`config.mk`:
```
export PLATFORM = sky130hd
export DESIGN_NAME = rx_desc_engine
export DESIGN_NICKNAME = d
export VERILOG_FILES = /design/src/rtl/rxd_pkg.sv /design/src/rtl/rxd_frame_buf.sv /design/src/rtl/rxd_ring_idx.sv /design/src/rtl/rxd_irq.sv /design/src/rtl/rx_desc_engine.sv
export SDC_FILE = /design/constraint.sdc
export NUM_CORES = 1
export LEC_CHECK = 0
export CELL_PAD_IN_SITES_DETAIL_PLACEMENT = 0
export CELL_PAD_IN_SITES_GLOBAL_PLACEMENT = 1
export CORE_AREA = 4 4 222 224
export DETAILED_ROUTE_END_ITERATION = 16
export DIE_AREA = 0 0 226 228
export PLACE_DENSITY_LB_ADDON = 0.1
export REMOVE_ABC_BUFFERS = 1
export SLEW_MARGIN = 30
export SYNTH_ARGS = -nofsm -noshare
export SYNTH_HDL_FRONTEND = slang
export SYNTH_SLANG_ARGS = --single-unit
```
`constraint.sdc`:
```
create_clock -name clk -period 8.15 [get_ports clk]
set_input_delay 2.445 -clock clk [delete_from_list [all_inputs] [get_ports clk]]
set_output_delay 2.445 -clock clk [all_outputs]
set_load 0.03 [all_outputs]
```
`src/rtl/rxd_pkg.sv`:
```
package rxd_pkg;

    typedef enum logic [1:0] {
        ST_IDLE,
        ST_WAIT_BD,
        ST_RECV,
        ST_WRITE
    } rx_state_t;

    // Descriptor status word, MSB first
    typedef struct packed {
        logic [15:0] len;
        logic        ready;
        logic        spare;
        logic        wrap;
        logic [5:0]  keep;
        logic [6:0]  flags;
    } dsc_word_t;

    localparam int HDR_BYTES  = 14;
    localparam int MAC_BYTES  = 6;
    localparam int WORD_BYTES = 4;
    localparam int SRC_DONE   = 0;
    localparam int SRC_BUSY   = 1;
    localparam int FL_SHORT   = 0;
    localparam int FL_BIG     = 1;

    function automatic logic [6:0] len_flags(
        input logic [15:0] len,
        input logic [15:0] min_len,
        input logic [15:0] max_len,
        input logic        trunc
    );
        logic [6:0] f;
        f = '0;
        f[FL_SHORT] = (len < min_len);
        f[FL_BIG]   = trunc || (len > max_len);
        return f;
    endfunction

    function automatic dsc_word_t close_desc(
        input dsc_word_t   base,
        input logic [15:0] len,
        input logic [6:0]  flags
    );
        dsc_word_t w;
        w       = base;
        w.len   = len;
        w.ready = 1'b0;
        w.flags = flags;
        return w;
    endfunction

endpackage

```
`src/rtl/rxd_frame_buf.sv`:
```
module rxd_frame_buf
    import rxd_pkg::*;
#(
    parameter int BUF_BYTES = 64,
    parameter int LEN_W     = 7
) (
    input  logic             clk,
    input  logic             rst,
    input  logic             start_i,
    input  logic             take_i,
    input  logic [7:0]       byte_i,
    input  logic [LEN_W-1:0] off_i,
    input  logic [47:0]      mac_i,
    output logic [LEN_W-1:0] cnt_o,
    output logic [LEN_W-1:0] cnt_next_o,
    output logic             trunc_o,
    output logic             trunc_next_o,
    output logic [31:0]      word_o,
    output logic             da_ok_o
);
    localparam int AW = $clog2(BUF_BYTES);

    logic [7:0]       mem_q [BUF_BYTES];
    logic [LEN_W-1:0] cnt_q;
    logic             trunc_q;
    logic             room;

    assign room = cnt_q < LEN_W'(BUF_BYTES);

    always_ff @(posedge clk) begin
        if (start_i)
            mem_q[0] <= byte_i;
        else if (take_i && room)
            mem_q[cnt_q[AW-1:0]] <= byte_i;
    end

    always_ff @(posedge clk) begin
        if (rst) begin
            cnt_q   <= '0;
            trunc_q <= 1'b0;
        end else begin
            cnt_q   <= cnt_next_o;
            trunc_q <= trunc_next_o;
        end
    end

    always_comb begin
        cnt_next_o   = cnt_q;
        trunc_next_o = trunc_q;
        if (start_i) begin
            cnt_next_o   = LEN_W'(1);
            trunc_next_o = 1'b0;
        end else if (take_i) begin
            if (room) cnt_next_o = cnt_q + LEN_W'(1);
            else      trunc_next_o = 1'b1;
        end
    end

    assign cnt_o   = cnt_q;
    assign trunc_o = trunc_q;

    // big-endian word assembly, bytes past the frame length read as zero
    for (genvar k = 0; k < WORD_BYTES; k++) begin : g_lane
        logic [LEN_W:0] pos;
        assign pos = {1'b0, off_i} + (LEN_W+1)'(k);
        assign word_o[8*(WORD_BYTES-1-k) +: 8] =
            (pos < {1'b0, cnt_q}) ? mem_q[pos[AW-1:0]] : 8'h00;
    end

    // frame byte i is compared with station byte 5-i
    always_comb begin
        da_ok_o = 1'b1;
        for (int i = 0; i < MAC_BYTES; i++) begin
            if (mem_q[AW'(i)] != mac_i[8*(MAC_BYTES-1-i) +: 8])
                da_ok_o = 1'b0;
        end
    end

endmodule

```
`src/rtl/rxd_ring_idx.sv`:
```
module rxd_ring_idx #(
    parameter int IDX_W      = 4,
    parameter int DESC_LIMIT = 14
) (
    input  logic             clk,
    input  logic             rst,
    input  logic [IDX_W-1:0] base_i,
    input  logic             step_i,
    input  logic             wrap_i,
    output logic [IDX_W-1:0] idx_o
);
    logic [IDX_W-1:0] idx_q;
    logic             at_end;

    assign at_end = wrap_i || (idx_q >= IDX_W'(DESC_LIMIT));

    always_ff @(posedge clk) begin
        if (rst)
            idx_q <= base_i;
        else if (step_i)
            idx_q <= at_end ? base_i : idx_q + IDX_W'(2);
    end

    assign idx_o = idx_q;

endmodule

```
`src/rtl/rxd_irq.sv`:
```
module rxd_irq #(
    parameter int NSRC = 2
) (
    input  logic            clk,
    input  logic            rst,
    input  logic [NSRC-1:0] set_i,
    input  logic [NSRC-1:0] clr_i,
    input  logic [NSRC-1:0] mask_i,
    output logic [NSRC-1:0] src_o,
    output logic            irq_o
);
    logic [NSRC-1:0] src_q;

    for (genvar s = 0; s < NSRC; s++) begin : g_src
        always_ff @(posedge clk) begin
            if (rst)           src_q[s] <= 1'b0;
            else if (set_i[s]) src_q[s] <= 1'b1;
            else if (clr_i[s]) src_q[s] <= 1'b0;
        end
    end

    assign src_o = src_q;
    assign irq_o = |(src_q & mask_i);

endmodule

```
`src/rtl/rx_desc_engine.sv`:
```
module rx_desc_engine
    import rxd_pkg::*;
#(
    parameter int BUF_BYTES  = 64,
    parameter int IDX_W      = 4,
    parameter int DESC_LIMIT = 14
) (
    input  logic             clk,
    input  logic             rst,
    input  logic             cfg_rx_en,
    input  logic             cfg_promisc,
    input  logic [47:0]      cfg_mac,
    input  logic [15:0]      cfg_min_len,
    input  logic [15:0]      cfg_max_len,
    input  logic [IDX_W-1:0] cfg_ring_base,
    input  logic [1:0]       int_mask,
    input  logic [1:0]       int_clr,
    input  logic             in_valid,
    input  logic [7:0]       in_data,
    input  logic             in_last,
    output logic [IDX_W-1:0] dsc_rd_idx,
    input  logic [31:0]      dsc_stat_i,
    input  logic [31:0]      dsc_buf_i,
    output logic             dsc_wr_en,
    output logic [IDX_W-1:0] dsc_wr_idx,
    output logic [31:0]      dsc_wr_data,
    output logic             mem_wr_en,
    output logic [31:0]      mem_wr_addr,
    output logic [31:0]      mem_wr_data,
    output logic [1:0]       int_src,
    output logic             irq
);
    localparam int LEN_W = $clog2(BUF_BYTES + 1);

    rx_state_t        state_q, state_d;
    logic             mid_q, cap_q;
    dsc_word_t        base_q, rd_w, wb_w;
    logic [31:0]      ptr_q;
    logic [LEN_W-1:0] off_q;

    logic             frame_start, cap_start, cap_take, eof;
    logic [LEN_W-1:0] cnt, cnt_next;
    logic             trunc, trunc_next, da_ok;
    logic             len_ok, accept, last_word, busy_evt;
    logic [LEN_W:0]   off_next4;
    logic [15:0]      len16;
    logic [IDX_W-1:0] idx;

    assign rd_w        = dsc_word_t'(dsc_stat_i);
    assign frame_start = in_valid && !mid_q;
    assign cap_start   = (state_q == ST_RECV) && frame_start;
    assign cap_take    = cap_q && in_valid;
    assign eof         = in_valid && in_last && (cap_start || cap_q);
    assign len_ok      = cnt_next >= LEN_W'(HDR_BYTES);
    assign accept      = len_ok && (cfg_promisc || da_ok);
    assign off_next4   = {1'b0, off_q} + (LEN_W+1)'(WORD_BYTES);
    assign last_word   = off_next4 >= {1'b0, cnt};
    assign busy_evt    = (state_q == ST_WAIT_BD) && cfg_rx_en && !rd_w.ready && frame_start;
    assign len16       = 16'(cnt);

    rxd_frame_buf #(.BUF_BYTES(BUF_BYTES), .LEN_W(LEN_W)) u_buf (
        .clk          (clk),
        .rst          (rst),
        .start_i      (cap_start),
        .take_i       (cap_take),
        .byte_i       (in_data),
        .off_i        (off_q),
        .mac_i        (cfg_mac),
        .cnt_o        (cnt),
        .cnt_next_o   (cnt_next),
        .trunc_o      (trunc),
        .trunc_next_o (trunc_next),
        .word_o       (mem_wr_data),
        .da_ok_o      (da_ok)
    );

    rxd_ring_idx #(.IDX_W(IDX_W), .DESC_LIMIT(DESC_LIMIT)) u_ring (
        .clk    (clk),
        .rst    (rst),
        .base_i (cfg_ring_base),
        .step_i (dsc_wr_en),
        .wrap_i (base_q.wrap),
        .idx_o  (idx)
    );

    rxd_irq #(.NSRC(2)) u_irq (
        .clk    (clk),
        .rst    (rst),
        .set_i  ({busy_evt, dsc_wr_en}),
        .clr_i  (int_clr),
        .mask_i (int_mask),
        .src_o  (int_src),
        .irq_o  (irq)
    );

    always_comb begin
        state_d = state_q;
        unique case (state_q)
            ST_IDLE:    if (cfg_rx_en) state_d = ST_WAIT_BD;
            ST_WAIT_BD: begin
                if (rd_w.ready)     state_d = ST_RECV;
                else if (!cfg_rx_en) state_d = ST_IDLE;
            end
            ST_RECV: begin
                if (eof) begin
                    if (!len_ok)     state_d = ST_IDLE;
                    else if (accept) state_d = ST_WRITE;
                end
            end
            ST_WRITE:   if (last_word) state_d = ST_IDLE;
            default:    state_d = ST_IDLE;
        endcase
    end

    always_ff @(posedge clk) begin
        if (rst) begin
            state_q <= ST_IDLE;
            mid_q   <= 1'b0;
            cap_q   <= 1'b0;
            base_q  <= '0;
            ptr_q   <= '0;
            off_q   <= '0;
        end else begin
            state_q <= state_d;
            if (in_valid) mid_q <= !in_last;
            if (cap_start && !in_last) cap_q <= 1'b1;
            else if (eof)              cap_q <= 1'b0;
            if (state_q == ST_WAIT_BD && rd_w.ready) begin
                base_q       <= rd_w;
                base_q.flags <= '0;
                ptr_q        <= dsc_buf_i;
            end
            if (state_q == ST_RECV)       off_q <= '0;
            else if (state_q == ST_WRITE) off_q <= off_q + LEN_W'(WORD_BYTES);
        end
    end

    assign wb_w        = close_desc(base_q, len16,
                                    len_flags(len16, cfg_min_len, cfg_max_len, trunc));
    assign dsc_rd_idx  = idx;
    assign dsc_wr_idx  = idx;
    assign dsc_wr_en   = (state_q == ST_WRITE) && last_word;
    assign dsc_wr_data = wb_w;
    assign mem_wr_en   = (state_q == ST_WRITE);
    assign mem_wr_addr = ptr_q + 32'(off_q);

endmodule

```
### Yosys cells after proc, flatten, opt, wreduce, memory -nomap -nowiden

Memory sizes are Yosys's and may differ from the RTL's. A register that Yosys moved wholly into a read port is not among the register bits.
Index checks and enable logic that the tools add are counted.

| word-level totals | value |
|---|---|
| flip-flop bits (word level) | 65 |
| memory bits (writable) | 512 |
| input bits | 166 |
| output and inout port bits | 109 |
| word-level logic and storage cells | 119 |
| memories kept | 1 |

| operators by class | value |
|---|---|
| $add $sub $neg | 8 |
| magnitude comparators | 10 |
| equal/unequal tests | 14 |
| multiplexer cells | 40 |
| bitwise gates (word level) | 2 |
| reduce and logical (&&, ||, !) cells | 31 |

Memories:

| memory | depth | width | read ports | clocked after Yosys merged registers in | wr ports | RTL line | source |
|---|---|---|---|---|---|---|---|
| u_buf.mem_q | 64 | 8 | 10 | 1 | 1 | rxd_frame_buf.sv:23 | `logic [7:0] mem_q [BUF_BYTES];` |

Operator list:

| cell | number |
|---|---|
| $ne A8 B8 Y1 | 6 |
| $mux W8 | 5 |
| $add A32 B7 Y32 | 1 |
| $lt A8 B7 Y1 | 3 |
| $mux W7 | 3 |
| $mux W1 | 18 |
| $mux W6 | 3 |
| $add A7 B2 Y8 const B | 2 |
| $gt A7 B16 Y1 | 1 |
| $lt A7 B16 Y1 | 1 |
| $mux W2 | 7 |
| $logic_and A1 B1 Y1 | 13 |
| $mux W4 | 3 |
| $add A7 B1 Y8 const B | 1 |
| $add A7 B3 Y8 const B | 1 |
| $ge A8 B7 Y1 | 1 |
| $pmux W2 S4 | 1 |
| $reduce_bool A2 Y1 | 4 |
| $reduce_or A8 Y1 | 1 |
| $add A7 B1 Y7 const B | 1 |
| $add A7 B3 Y7 const B | 1 |
| $ge A7 B4 Y1 const B | 1 |
| $lt A7 B7 Y1 | 1 |
| $lt A7 B7 Y1 const B | 1 |
| other kinds (15) | 25 |

### Longest topological paths before layout

Gate-level depths: netlist (run 1).
An unclocked memory read counts as a cell.

| logic depth | value |
|---|---|
| word-level depth | 14 |
| depth in mapped cells | 12 |
| gate-level depth less buffers | 10 |

### Modules after synthesis

A second synthesis (run 1) with hierarchy kept.

| unflattened totals | value |
|---|---|
| cell total of the unflattened synthesis | 2662 |
| area, all modules | 37190.7 um^2 |

By module, submodules not included:

| module | instances | cells each | area each (um^2) | sequential area each (um^2) |
|---|---|---|---|---|
| rxd_frame_buf | 1 | 2217 | 33657.3 | 15534.9 |
| rx_desc_engine | 1 | 422 | 3220.6 | 980.9 |
| rxd_ring_idx | 1 | 14 | 234.0 | 120.1 |
| rxd_irq | 1 | 9 | 78.8 | 40.0 |

### Worst setup path before layout (run 1)

No wires, ideal clock.

| timing path | value |
|---|---|
| kind | input port to output port |
| start point | input cfg_min_len[1] |
| end point | output dsc_wr_data[0] |
| arrival time | 4.183 ns |
| required time | 5.705 ns |
| path slack | 1.522 ns |
| stages | 8 |
| path buffers | 0 |
| cells stage by stage | inv_1 ha_1 a21o_1 a21o_1 a21o_1 a21oi_1 nor2b_1 o311ai_1 |

| on the way | value |
|---|---|
| longest elaborated chain between the ends | 1 |

Ends and longest elaborated chain:

| element | RTL line | source |
|---|---|---|
| start: declaration | rx_desc_engine.sv:13 | `input logic [15:0] cfg_min_len,` |
| $lt A7 B16 Y1 | rxd_pkg.sv:36 | `f[FL_SHORT] = (len < min_len);` |
| end: declaration | rx_desc_engine.sv:26 | `output logic [31:0] dsc_wr_data,` |

Every way passes these cells.

### Worst setup path after layout (run 1)

Ends and elaborated chain as after synthesis.

==> impl_summary.md, run 1 <==
Status
The flow ran to the end, and the final reports show no timing, DRC or antenna violations.

STA
Derived from the worst setup path, the maximum achievable clock frequency is roughly 140 MHz. The final worst-path setup slack is 822 ps. Hold timing on the final database bottoms out at a slack of 460 ps. The shortest clock period the worst path allows after layout is 7330 ps. Setup repair after global routing left no endpoint under its margin.

The final-report hold violation count is 0. The worst slew margin relative to its limit is 0.361. The final number of max-transition violations came to 0. The final clock skew is about 17 ps. The worst-margin pin slew is 955 ps. In the final timing run, aggregate negative setup slack is 0 ps.

The final number of setup-violating endpoints is 0. The final period utilization is 0.899.

Clocking
Counting along the longest clock path gives a buffer depth of 3. The clock latency of the later-clocked register in the worst-skew pair is 630 ps. The quantity of gates resized following cts is 0. The number of setup buffers added after CTS is 0. CTS placed an instance of clkbuf_16 at the clock tree root. In this run the number of H-tree levels came out at 2.

The total CTS buffers is 58. Hold repair after CTS inserted 0 buffers. The clock slew at the register clock pins of the worst setup and hold paths is 60 ps.

Clock tree synthesis found a total of ~580 sinks. The TritonCTS clock tree is done.

Yosys
In the synthesized netlist the dominant register cell turns out to be edfxtp_1. Sorting the synthesized cells by area gives the leading types as edfxtp_1, mux4_2, dfxtp_1. The cell accounting for the most synthesized area is edfxtp_1.

Averaged over all synthesized cells, the footprint is between 15 and 20 µm². The distinct cell type count of the synthesized netlist is 50. The total of warnings raised by yosys is 0. Sorting the synthesized cells by how often they occur yields edfxtp_1, mux4_2, nand2_1, nor2_1, a21oi_1. The share of the Yosys chip area taken by registers is 0.688. The cell area after synthesis is between 20000 and 25000 µm². The share of synthesized area in the top cell type comes to 0.637. In the synthesized netlist, the number of instances is 1427.

The most common cell in the synthesized netlist is edfxtp_1. For this run, asynchronously set or reset flops after synthesis account for 0. In this run, synthesis produced a sequential element count of 579.

Yosys mapped a number of flops with a built-in enable equal to 516.

Final layout
The number of fill cells in the layout is 3529. The count of non-filler cells in the finished layout is ~2.3k. The total area of multi-input combinational cells is 7080 µm². The final cell area excluding filler cells is 29100 µm².

The final net count is 1871. In the final layout, flip-flops and latches occupy 16800 µm². In the final layout, the share of cells above drive strength 1 is 0.167. For this run, the share of the core covered by cells in the final layout is 0.615. The relative area change from synthesis to final layout is 19.7%.

Flow run
The max capacitance violation total is 0.

Critical path
The cell with the largest stage delay on the worst path is clkdlybuf4s50_1. The type of the worst setup path is in2out. The largest delay contributor family on the critical path is buffers and inverters. The cell that appears most often on the critical path is a21o_1.

The type of destination of the critical path is an output port. Data on the critical path arrives at its endpoint at 4880 ps. Along the worst path, the maximum fanout reaches 1. The total buffers and inverters traversed by the critical path is 3. The critical path data required time is 5710 ps. STA classifies the critical path startpoint as a primary input.

The maximum cell stage delay along the critical path is 720 ps. The signal on the critical path passes through clkdlybuf4s50_1, inv_1, ha_1, a21o_1, a21o_1, a21o_1, a21oi_1, nor2b_1, o311ai_1, clkdlybuf4s50_1.

Floorplan
For this design the top-level I/O count stands at around 280. In this run the vertical extent of the chip is between 200 and 250 µm. The standard-cell row count is 80.

The region available for standard cell placement spans 47300 µm². The starting density of the core is 0.514. The total die area is 51500 µm². Measured along the x axis, the die boundary spans 226 µm.

Hold path
The tightest min-delay check is of the reg2reg type.

Place
Summing all placed instances gives a cell area of 27200 µm². The number of port buffers is 236. At the placement stage, the worst setup path has a slack of 806 ps. The final weighted congestion in routability-driven placement is 0.791.

The final HPWL from detailed placement is 39.1 mm. The number of cells in the design after placement is 2226.

Route
The total DRC errors in the routed layout is 0. The via count is 13.4k. For this block, the initial DRC count from the detailed router was around 1.1k. Before antenna repair, the detailed router went through 5 iterations. The count of nets left with antenna violations after detail routing is 0. After detailed routing, the number of vias per cell comes to 5.73. The overall routed net length is ~59 mm. After detailed routing, the average wire length per cell comes to around 25 µm.

Global route
The maximum number of pins on one net before global-route repair is 68. The first global-routing pass estimated 87.6 mm of wire. For this run the aggregate overflow at the end of global routing stands at 0. The via count of the first global-routing pass is around 13k. The number of antenna violations at the first check in global routing was 2. The overall routing resource usage is 0.230.

Power and ir drop
The reported leakage power is 9.28 nW. The total design power is 6.48 mW. The peak supply drop is ~0.00020 V. The total power per unit cell area is 223 nW/µm².
[per-layer routing]
layer / vias to the layer above / track usage / wire length [µm]
li1: 6009 / - / -
met1: 6815 / 0.321 / 24200
met2: 489 / 0.376 / 29800
met3: 82 / 0.0463 / 4020
met4: 0 / 0.0572 / 1380
met5: - / 0 / 0
[path summary, 6_finish.rpt]
path / start / end / slack, ps / cells past startpoint
min: dsc_wr_data[12] / dsc_wr_data[12] / 460 / 2
min reg2reg: dsc_wr_data[12] / dsc_wr_data[12] / 460 / 2
max: cfg_min_len[1] / dsc_wr_data[0] / 820 / 10
max reg2reg: off_q[3] / u_ring.idx_o[0] / 4470 / 11
[layout make-up]
type / instances / area share
sequential: 579 / 0.575
multi-input combinational: 743 / 0.243
timing repair buffer: 254 / 0.0846
clock buffer: 68 / 0.0511
tap: 615 / 0.0264
clock inverter: 41 / 0.0146
inverter: 35 / 0.00451
antenna: 2 / 0.000172
[report_power, final]
part	total, mW	switching, mW	internal [mW]	leakage [nW]
sequential	3.30	0.0405	3.25	5.15
clock	2.67	1.13	1.54	0.941
combinational	0.517	0.280	0.236	3.19
[state kept, by name, summed over array words and instances, names as in the netlist, named ones only]
name,flops
u_buf.cnt_o,7
off_q,5
dsc_wr_data,8
u_ring.idx_o,4
u_buf.trunc_o,1
cap_q,1
u_irq.src_o,2
u_buf.mem_q,512
mid_q,1
state_q,2
ptr_q,32
[worst reg2reg max path: cells and delay by family (launching register included)]
kind | cells | cell delay [ps]
and+or+nand+nor | 4 | 720
DFF | 1 | 720
AOI/OAI and AO/OA | 3 | 410
adders and majority gates | 2 | 680
buffers and inverters | 1 | 650
xor gates and xnor gates | 1 | 230
[cells by family after synthesis]
family,share of synthesized area
XOR/XNOR,0.0313
buffers and inverters,0.0234
other,0.000154
AO/OA/AOI/OAI,0.0257
AND/OR/NAND/NOR,0.0640
adder cells (fa/ha/maj),0.0178
multiplexers,0.149
flip-flops,0.688
[cells in the final DEF, fill, tap and decap left out, types with 3 or more instances in the layout]
cell             count
clkbuf_16           58
nand3_1             23
buf_2                5
nor2b_1             40
a31oi_1              3
xnor2_1             32
nand4_1             19
a211oi_1             4
ha_1                33
a21o_1               5
and3_1               6
inv_1               34
clkinv_1            11
o21ai_0             12
clkinv_2            15
and2_1               5
dfxtp_1             58
inv_6                3
xor2_1              55
nor2_1              90
nand2_1            110
a21oi_1             65
nor4_1              15
nor3_1              10
clkbuf_1            10
dfxtp_2              3
mux2i_1              4
bufinv_16            7
o21a_1               3
mux4_2             159
clkdlybuf4s50_1    227
conb_1              15
buf_4               21
edfxtp_1           516
nand2b_1             7
Power figures use the tool's default switching activity.
==> run 2, diff against run 1 <==
--- a/config.mk
+++ b/config.mk
@@ -7,12 +7,13 @@
 export LEC_CHECK = 0
 export CELL_PAD_IN_SITES_DETAIL_PLACEMENT = 0
 export CELL_PAD_IN_SITES_GLOBAL_PLACEMENT = 1
-export CORE_AREA = 4 4 222 224
+export CORE_AREA = 4 4 268 270
 export DETAILED_ROUTE_END_ITERATION = 16
-export DIE_AREA = 0 0 226 228
+export DIE_AREA = 0 0 272 274
 export PLACE_DENSITY_LB_ADDON = 0.1
 export REMOVE_ABC_BUFFERS = 1
 export SLEW_MARGIN = 30
 export SYNTH_ARGS = -nofsm -noshare
 export SYNTH_HDL_FRONTEND = slang
+export SYNTH_HIERARCHICAL = 1
 export SYNTH_SLANG_ARGS = --single-unit
==> constraint.sdc (replaced) <==
create_clock -name clk -period 8.15 [get_ports clk]
set_input_delay 2.445 -clock clk [delete_from_list [all_inputs] [get_ports clk]]
set_output_delay 2.445 -clock clk [all_outputs]
set_load 0.02 [all_outputs]
==> run 2 against run 1 <==
The run now ends with slew limit left; combinational power increased by 140%; setup slack got worse by 79 ps; routed wire length increased by 130%; highest routed layer is now met5; non-clock buffer count increased by 54; largest power group unchanged.
==> impl_summary.md, run 2 <==
Status
The run finished, with violations left. The final reports fail on slew limit.

Clocking
The longest clock path from root to sink contains 3 buffers. After clock tree synthesis, the clock-pin slew on the worst setup and hold paths is roughly 60 ps. The quantity of gates resized following cts is 0.

Buffers added to address setup during post-CTS repair amount to 0. The number of hold buffers added after CTS was 0. The TritonCTS clock tree is done. The total CTS buffers is 67.

Clock latency on the worst-skew pair, taken at its later pin, is about 620 ps. CTS saw 575 sinks. The buffer type at the clock tree root is clkbuf_16. The clock tree synthesis step divided the H-tree into 3 levels.

Power and ir drop
In this run the power density over the cells is between 150 and 200 nW/µm². The part of the power in registers is 0.428. The combinational share of power is 0.164. The net switching power is ~2.0 mW.

Of the total power, the share spent switching nets is 0.266. The design internal power is 5.63 mW. The share of total power dissipated in the clock network is 0.408.

The reported leakage power is 14.1 nW. The peak supply drop is roughly 0.00016 V.

Route
The vias per cell is 7.32. The iteration-0 DRC count of the detailed router is about 4.1k. For this block, the routed nets add up to 137 mm of wire. For this run, the detailed router's first-pass iteration total came to 6. In the routed design, unresolved DRC markers number 0.

Once detail routing completed, the nets flagged for antenna violations numbered 0. In the final routed layout, each cell accounts on average for between 30 and 40 µm. The via count is between 20k and 30k.

Global route
The global-route wire length before repair is 192 mm. The maximum number of pins on one net before global-route repair is 448. For this run the aggregate overflow at the end of global routing stands at 0. The overall routing resource usage is 0.362. The number of antenna violations at the first check in global routing came to 1. The via count of the first global-routing pass is 26.9k.

Critical path
The signal on the critical path passes through xnor2_2, clkinv_2, ha_1, a21oi_1, o21ai_0, nand3_1, nand2_1, a21oi_1, clkdlybuf4s50_1. Among all stages on the critical path, the largest delay is contributed by a21oi_1. The slack of the worst reg-to-reg path is 4270 ps. In this run the critical register-to-register path is captured at u_ring/idx_o[0].

The startpoint of the worst setup timing path is off_q[2]. The critical path data required time is 5710 ps. The maximum cell stage delay along the critical path is 730 ps. The type of the worst setup path is reg2out. The cell type with the highest occurrence count on the critical path is a21oi_1. The startpoint identified for the worst register-to-register timing path is off_q[2]. The worst-path maximum fanout is 24.

The worst setup path is launched from a register. The type of destination of the critical path is an output port. The worst register-to-register path has a depth of 11. The data arrival time of the critical path is 4960 ps.

Flow run
Across the run, the number of max-cap violations was 0.

STA
The maximum clock frequency is 135 MHz. Setup repair after global routing left no endpoint under its margin. The final-report hold violation count came to 0.

At the pin with the least slew margin, the transition time is 1770 ps. The worst path needs 7410 ps of the cycle, external delays included. Hold is met by 457 ps. The final number of max-transition violations is 19.

Clock skew on the completed layout was measured at 36.9 ps. In the finished design, the share of the clock period the worst path needs comes to 0.909. In the final timing run, aggregate negative setup slack is 0 ps. The worst pin sits at a relative slew slack of -0.183. Setup violations remaining at the end of the flow were counted as 0.

Place
Summing all placed instances gives a cell area of 40500 µm². Routability-driven placement finished with a final weighted congestion of 0.966. Buffers placed on the I/O ports in this run total 236.

Once detailed placement completed, the half-perimeter wirelength came to 89.4 mm.

Floorplan
The number of top-level design ports is 275. After floorplanning, the core was divided into 97 placement rows. The core region is 69500 µm². The starting density of the core is 0.535. The floorplan die width is 272 µm. The die covers between 70000 and 80000 µm². The vertical die dimension is 274 µm.

Final layout
Leaving out fill and tap cells, the most frequent cell in the layout is edfxtp_1. In the layout the commonest cells are edfxtp_1, mux4_2, nand2_1. The number of flip-flops in the largest register is about 510.

The final net count is 3056. Ranked by flip-flop count, first place goes to u_buf/mem_q. The fraction of layout instances using a drive strength above 1 is 0.263. After routing the design area is 42800 µm². The relative area change from synthesis to final layout is 15.1%.

Yosys
The cell area after synthesis is approximately 37000 µm². The cell count after synthesis came out at 2661. The total of warnings raised by yosys is 6.

In this run the mean area of a mapped cell was 14.0 µm².

Hold path
The tightest min-delay check is of the reg2reg type. The critical hold path startpoint is dsc_wr_data[10]. The endpoint of the worst hold path is dsc_wr_data[10].

Along the worst hold path, the cell count comes to 2.
-- run 2: cell count changes in the layout (fill, tap and decap cells not counted), moves of 27 or more --
cell and change:
mux4_2 +323, a21oi_1 +54, buf_4 +53, nand3_1 +52, nand2_1 +228, a211oi_1 +36, mux2i_1 +101, o21ai_0 +27
-- run 2: metrics by stage --
stage                     setup slack (ps)  total power [mW]  instances  utilization
after floorplan                      -2160              4.06       2458            -
after global placement                1080              4.52       3705        0.580
after detailed placement              1130              4.53       3706        0.582
after CTS                              823              7.64       3826        0.615
after global routing                   707              7.87       3826        0.615
final                                  742              7.66       3827        0.615
-- run 2: final cells by class --
class                   instances  area, µm²
diodes                          1       2.50
clock buffers                  77       1740
clock inverters                43        534
fillers                      5288      26800
inverters                      52        200
multi-input cells            1831      19500
flip-flops and latches        575      16700
well taps                     940       1180
repair buffers                308       2950
-- run 2: power by group through the flow --
stage / Sequential [mW] / Combinational, mW / Clock [mW]
3_3_place_gp: 3.34 / 1.18 / 0
6_report: 3.28 / 1.26 / 3.13
3_5_place_dp: 3.34 / 1.19 / 0
2_1_floorplan: 3.34 / 0.721 / 0
5_1_grt: 3.28 / 1.31 / 3.28
4_1_cts: 3.28 / 1.19 / 3.17
-- run 2: how the worst max path moves through the flow --
stage               cells after the start               to  slack [ps]
CTS                                    11   mem_wr_data[4]         820
global placement                        8   dsc_wr_data[0]        1080
finish                                  9  mem_wr_data[20]         740
floorplan                               8  mem_wr_data[22]       -2160
global route                           11   mem_wr_data[4]         710
detailed placement                      9   dsc_wr_data[1]        1130
-- run 2: worst max-delay path, delay by kind of cell, from the launching register on --
family	cells	cell delay [ps]
xor+xnor	1	280
buf+inv	2	1260
compound gates	3	1080
flops	1	530
simple gates	2	640
fa+ha+maj	1	510
-- run 2: per-layer routing --
layer  track usage  part of all wire  up-vias
met3         0.112              0.14      516
met4         0.206             0.071        4
met2         0.559              0.46     2316
met5       0.00987           0.00092        -
met1         0.457              0.33    14100
li1              -                 -    11100
